[src/rtl/ea_pkg.sv]
package ea_pkg;
  localparam int EA_W    = 32;
  localparam int NARROW_W = 16;
  localparam int NUM_GPR = 8;
  localparam int GPR_IDX_W = $clog2(NUM_GPR);

  localparam logic [GPR_IDX_W-1:0] GPR_BX = 3'd3;
  localparam logic [GPR_IDX_W-1:0] GPR_SP = 3'd4;
  localparam logic [GPR_IDX_W-1:0] GPR_BP = 3'd5;
  localparam logic [GPR_IDX_W-1:0] GPR_SI = 3'd6;
  localparam logic [GPR_IDX_W-1:0] GPR_DI = 3'd7;

  typedef enum logic [1:0] {
    MOD_NODISP = 2'b00,
    MOD_DISP8  = 2'b01,
    MOD_DISPW  = 2'b10,
    MOD_REG    = 2'b11
  } mod_e;

  typedef struct packed {
    logic [EA_W-1:0] off;
    logic            stack;
  } ea_res_t;
endpackage

[src/rtl/ea_size_sel.sv]
module ea_size_sel (
  input  logic cs_d,
  input  logic pfx_asz,
  output logic wide
);
  always_comb begin
    wide = cs_d ^ pfx_asz;
  end
endmodule

[src/rtl/ea_form32.sv]
module ea_form32
  import ea_pkg::*;
#(
  parameter int REG_W = EA_W,
  parameter int NREG  = NUM_GPR
) (
  input  logic [1:0]       mod_f,
  input  logic [2:0]       rm_f,
  input  logic [7:0]       sib,
  input  logic [REG_W-1:0] disp,
  input  logic [REG_W-1:0] gpr [NREG],
  output ea_res_t          res
);
  localparam logic [2:0] NO_INDEX = 3'b100;
  localparam logic [2:0] ESC_SIB  = 3'b100;
  localparam logic [2:0] ESC_DISP = 3'b101;

  logic             has_sib;
  logic [2:0]       base_sel;
  logic             no_base;
  logic [REG_W-1:0] base_term;
  logic [REG_W-1:0] index_term;
  logic [REG_W-1:0] disp_term;

  always_comb begin
    has_sib  = (rm_f == ESC_SIB);
    base_sel = has_sib ? sib[2:0] : rm_f;
    no_base  = (mod_e'(mod_f) == MOD_NODISP) && (base_sel == ESC_DISP);

    base_term = no_base ? '0 : gpr[base_sel];

    if (has_sib && (sib[5:3] != NO_INDEX))
      index_term = gpr[sib[5:3]] << sib[7:6];
    else
      index_term = '0;

    unique case (mod_e'(mod_f))
      MOD_NODISP: disp_term = no_base ? disp : '0;
      MOD_DISP8:  disp_term = {{(REG_W-8){disp[7]}}, disp[7:0]};
      MOD_DISPW:  disp_term = disp;
      default:    disp_term = '0;
    endcase

    res.off   = base_term + index_term + disp_term;
    res.stack = !no_base && ((base_sel == GPR_SP) || (base_sel == GPR_BP));
  end
endmodule

[src/rtl/ea_form16.sv]
module ea_form16
  import ea_pkg::*;
#(
  parameter int NREG = NUM_GPR
) (
  input  logic [1:0]          mod_f,
  input  logic [2:0]          rm_f,
  input  logic [NARROW_W-1:0] disp16,
  input  logic [NARROW_W-1:0] gpr16 [NREG],
  output ea_res_t             res
);
  logic                use_bx, use_bp, use_si, use_di;
  logic                direct;
  logic [NARROW_W-1:0] pair_a;
  logic [NARROW_W-1:0] pair_b;
  logic [NARROW_W-1:0] disp_term;
  logic [NARROW_W-1:0] sum16;

  always_comb begin
    use_bx = 1'b0;
    use_bp = 1'b0;
    use_si = 1'b0;
    use_di = 1'b0;
    direct = 1'b0;
    unique case (rm_f)
      3'b000: begin use_bx = 1'b1; use_si = 1'b1; end
      3'b001: begin use_bx = 1'b1; use_di = 1'b1; end
      3'b010: begin use_bp = 1'b1; use_si = 1'b1; end
      3'b011: begin use_bp = 1'b1; use_di = 1'b1; end
      3'b100: use_si = 1'b1;
      3'b101: use_di = 1'b1;
      3'b110: begin
        if (mod_e'(mod_f) == MOD_NODISP) direct = 1'b1;
        else                             use_bp = 1'b1;
      end
      default: use_bx = 1'b1;
    endcase

    pair_a = use_bx ? gpr16[GPR_BX] : (use_bp ? gpr16[GPR_BP] : '0);
    pair_b = use_si ? gpr16[GPR_SI] : (use_di ? gpr16[GPR_DI] : '0);

    unique case (mod_e'(mod_f))
      MOD_NODISP: disp_term = direct ? disp16 : '0;
      MOD_DISP8:  disp_term = {{(NARROW_W-8){disp16[7]}}, disp16[7:0]};
      MOD_DISPW:  disp_term = disp16;
      default:    disp_term = '0;
    endcase

    sum16     = pair_a + pair_b + disp_term;
    res.off   = {{(EA_W-NARROW_W){1'b0}}, sum16};
    res.stack = use_bp;
  end
endmodule

[src/rtl/ea_gen.sv]
module ea_gen
  import ea_pkg::*;
#(
  parameter int REG_W = EA_W,
  parameter int NREG  = NUM_GPR
) (
  input  logic                  clk,
  input  logic                  rst_n,
  input  logic                  in_valid,
  input  logic [7:0]            modrm,
  input  logic [7:0]            sib,
  input  logic [REG_W-1:0]      disp,
  input  logic [NREG*REG_W-1:0] gpr_flat,
  input  logic                  cs_d,
  input  logic                  pfx_asz,
  output logic                  out_valid,
  output logic [REG_W-1:0]      offset,
  output logic                  seg_stack
);
  logic [REG_W-1:0]    gpr   [NREG];
  logic [NARROW_W-1:0] gpr16 [NREG];

  for (genvar g = 0; g < NREG; g++) begin : g_unpack
    assign gpr[g]   = gpr_flat[g*REG_W +: REG_W];
    assign gpr16[g] = gpr_flat[g*REG_W +: NARROW_W];
  end

  logic       wide;
  logic [1:0] mod_f;
  logic [2:0] rm_f;
  logic       unused_reg_field;
  ea_res_t    res32, res16, res_sel;
  logic       valid_q;
  ea_res_t    res_q, res_d;

  assign mod_f            = modrm[7:6];
  assign rm_f             = modrm[2:0];
  assign unused_reg_field = ^modrm[5:3];

  ea_size_sel u_size (
    .cs_d    (cs_d),
    .pfx_asz (pfx_asz),
    .wide    (wide)
  );

  ea_form32 #(.REG_W(REG_W), .NREG(NREG)) u_f32 (
    .mod_f (mod_f),
    .rm_f  (rm_f),
    .sib   (sib),
    .disp  (disp),
    .gpr   (gpr),
    .res   (res32)
  );

  ea_form16 #(.NREG(NREG)) u_f16 (
    .mod_f  (mod_f),
    .rm_f   (rm_f),
    .disp16 (disp[NARROW_W-1:0]),
    .gpr16  (gpr16),
    .res    (res16)
  );

  always_comb begin
    if (mod_e'(mod_f) == MOD_REG) res_sel = '0;
    else if (wide)                res_sel = res32;
    else                          res_sel = res16;
    res_d = in_valid ? res_sel : res_q;
  end

  always_ff @(posedge clk or negedge rst_n) begin
    if (!rst_n) begin
      valid_q <= 1'b0;
      res_q   <= '0;
    end else begin
      valid_q <= in_valid;
      res_q   <= res_d;
    end
  end

  assign out_valid = valid_q;
  assign offset    = res_q.off;
  assign seg_stack = res_q.stack;
endmodule

[config.mk]
export PLATFORM = sky130hd
export DESIGN_NAME = ea_gen
export DESIGN_NICKNAME = d
export VERILOG_FILES = /design/src/rtl/ea_pkg.sv /design/src/rtl/ea_size_sel.sv /design/src/rtl/ea_form32.sv /design/src/rtl/ea_form16.sv /design/src/rtl/ea_gen.sv
export SDC_FILE = /design/constraint.sdc
export NUM_CORES = 1
export LEC_CHECK = 0
export CORE_MARGIN = 1.5
export CORE_UTILIZATION = 40
export DETAILED_ROUTE_END_ITERATION = 7
export PLACE_DENSITY = 0.71
export SYNTH_ARGS = -nofsm -noshare
export SYNTH_HDL_FRONTEND = slang
export SYNTH_SLANG_ARGS = --single-unit
[constraint.sdc]
create_clock -name clk -period 1.42 [get_ports clk]
set_input_delay 0.142 -clock clk [delete_from_list [all_inputs] [get_ports clk]]
set_output_delay 0.142 -clock clk [all_outputs]
set_load 0.01 [all_outputs]
==> metrics.txt, run 1 <==
status=finished with violations; violated checks=DRC, setup timing; Seq/Total Area, Yosys=7.92%; WP data arrival=roughly 4.3 ns; Pleak=9.25 nW; slew margin rel.=between 60% and 70%; # setup viols final=32; CTS Buf Count=5; die width=roughly 170 um; Via Count=between 10000 and 15000; Net Count, Synth=1751; Setup crit end kind=flop; H-tree Lvls=2; grt ovf=0; largest fanout on the critical path=2; die footprint=27800 um^2; core area=between 20000 and 30000 um^2; row cnt=59; max_cap viols=0; Setup crit start kind=primary input; pin count of the biggest net entering global routing=35; asr flop ratio synth=100%; largest area contributor in the netlist=mux4_2; worst-path cell chain=clkdlybuf4s15_1, mux4_2, mux2i_2, mux2_4, or2_4, fa_1, inv_2, ha_4, fa_2, a211oi_4, o21bai_2, a211oi_2, buf_4, o2111ai_4, a2111oi_4, nor3_2, xor2_1, a22o_1; slowest stage cell, crit path=fa_1; Global Route Usage Sum=36.4%; minimum clock period=4.15 ns; number of synthesized flops with an enable pin=0; Tot Pwr=14.4 mW; Clock transition at path regs=0.05 ns; Worst EP required=roughly 1.6 ns; skew final=0 ns; vias per inst=6.16; VDD IR-drop max=559 uV; Clock Latency Late Sink=0.28 ns; Top FF cell, synth=dfrtp_1; Clock Path Buffers=2; number of global-route vias before repair=~14000; IO Port Bufs=339; kind of critical path=primary input to flop; Synth Cell Area=10700 um^2; met3 routed WL=5.76 mm; syn avg cell area=around 8.0 um^2; Seq cells post-synth=34; Worst Tran Pin Value=0.570 ns; dominant cells by area after synthesis=mux4_2 14%, fa_1 8.9%, dfrtp_1 7.9%; first-pass GRT wire length=79.8 mm; Layout Nets=2447; antenna violations before repair=7; maximum clock frequency=~0.24 GHz; delay of the slowest cell on the worst path=0.55 ns; RSZ-0062 raised after global routing=true; Post-Synthesis Cells=1350; IO Count=343; fin worst setup slack=-2.73 ns; Die Y=167 um; top routing layer in use=met4; GP Congestion=1.00; placed inst area=17300 um^2; share of cells above drive strength 1=39.1%; Detailed Route Iter0 Violations=between 1000 and 1500; worst min path class=primary input to asynchronous set/reset pin; Slew Limit Fails=0; Synth Warn #=0; finished layout cell area=19800 um^2; CTS root buffer=clkbuf_16; CTS sink count=34; M1 WL=approximately 21 mm; Routed Antenna Nets=0; P&R area growth vs syn=84.6%; hpwl dp=41.0 mm; total wire length=55.8 mm; drt wl/cell=23.3 um; # DRC=2; CTS tree=done; dpl ws=-3.56 ns; Initial DRT Pass Iterations=8; initial core utilization=41.0%; Tcrit/Tclk final=292%; Yosys cell types=69; Fin. Hold Viols=0; top cell type's share of synthesized area=13.8%; P per Cell Area=around 730 nW/um^2; met2 WL=around 26 mm
-- path summary, 6_finish.rpt --
path | from | to | slack, ns | cells past startpoint
worst max-delay path | gpr_flat[97] | offset[29] | -2.73 | 18
worst min-delay path | rst_n | offset[29] | 0.42 | 3
worst max register to register | offset[30] | offset[30] | 0.21 | 2
worst min register to register | offset[2] | offset[2] | 0.49 | 1
max in group asynchronous | rst_n | offset[6] | 0.70 | 3
min in group clk | offset[2] | offset[2] | 0.49 | 1
-- per-stage QoR --
stage	cells	hold slack, ns	utilization (%)	TNS [ns]
floorplan	1350	-0.154	-	-69.32
global placement	2301	0.183	66.1	-92.68
detailed placement	2301	0.183	66.1	-95.87
CTS	2356	0.420	71.5	-67.12
global route	2388	0.485	75.6	-72.37
finish	2392	0.419	75.6	-70.37
-- critical path: cells and delay by family --
kind                       cells  cell delay [ns]
AOI/OAI and AO/OA              6             1.41
adders and majority gates      3             1.13
muxes                          3             0.65
buffers and inverters          3             0.51
and+or+nand+nor                2             0.32
xor gates and xnor gates       1             0.17
-- final cells by class --
cell class	instances	area (um^2)
repair buffers	806	7600
clock inverters	1	30.0
clock buffers	7	133
fillers	1787	6380
well taps	335	419
flip-flops and latches	34	851
diodes	10	25.0
multi-input cells	1093	10400
inverters	106	404
-- layout by cell type (no fill, tap or decap), types with 20 or more instances in the layout --
master           instances
fa_1                    46
xnor2_1                 23
dfrtp_1                 34
nand2_1                201
buf_6                   36
and3_1                  64
o21ai_1                 21
buf_4                  397
mux2_2                  35
clkdlybuf4s50_1        219
a211oi_1                55
a21oi_2                 20
dlygate4sd2_1           47
a21oi_1                 63
dlymetal6s2s_1          54
mux4_2                  66
a21o_1                  25
a311oi_2                22
nor2_1                  51
inv_1                   91
buf_12                  22
ha_1                    26
o22a_1                  28
o21ai_2                 22
a311oi_1                40
-- cells in the mapped netlist, drive strengths merged (3+ instances only) --
master	n
nand4	5
mux2	44
a211oi	69
or3	3
mux4	66
a22oi	17
o211ai	3
nor3b	4
ha	44
nor2b	4
dfrtp	34
nor3	9
o22a	28
o2bb2ai	12
and2	5
nor2	56
a21oi	91
o31ai	5
nand3	12
nand2	211
xor2	13
inv	106
clkbuf	91
a311oi	64
a21o	25
mux2i	35
o21bai	11
fa	48
buf	26
o21ai	61
a2111oi	4
o21a	6
and3	66
xnor2	28
a22o	12
-- power breakdown --
part	switching [mW]	internal [mW]	total [mW]
Combinational	5.59	6.14	11.7
Sequential	0.176	1.25	1.42
Clock	0.398	0.829	1.23
Total	6.17	8.22	14.4
-- timing repair --
action,CTS,global route
hold buffers,1,0
setup endpoints to repair,34,33
buffers inserted,43,27
cloned,7,3
pin swaps,79,85
gates resized for setup,276,209
endpoints found under the hold margin,34,0
-- registers in the layout, indices dropped and copies added (netlist names) --
register	count
offset	32
out_valid	1
seg_stack	1
-- kinds of logic after synthesis --
group                      share of synthesized area, %
muxes                                              21.7
and+or+nand+nor                                    16.4
buffers and inverters                              8.14
adders and majority gates                          14.1
AOI/OAI and AO/OA                                  28.2
xor gates and xnor gates                           3.55
DFF                                                7.92
-- layer usage --
metal  vias to the layer above  global-route usage, %
li1                       6441                      -
met1                      7008                   47.2
met2                      1060                   60.7
met3                       233                   5.47
met4                         0                   14.8
met5                         -                      0
Power figures use the tool's default switching activity.
==> run 2, diff against run 1 <==
--- a/config.mk
+++ b/config.mk
@@ -7,6 +7,7 @@
 export LEC_CHECK = 0
 export CORE_MARGIN = 1.5
 export CORE_UTILIZATION = 40
+export CTS_CLUSTER_SIZE = 25
 export DETAILED_ROUTE_END_ITERATION = 7
 export PLACE_DENSITY = 0.71
 export SYNTH_ARGS = -nofsm -noshare
==> results of run 2 <==
Same layout as run 1: the final DEF is identical, and so are final timing and power.
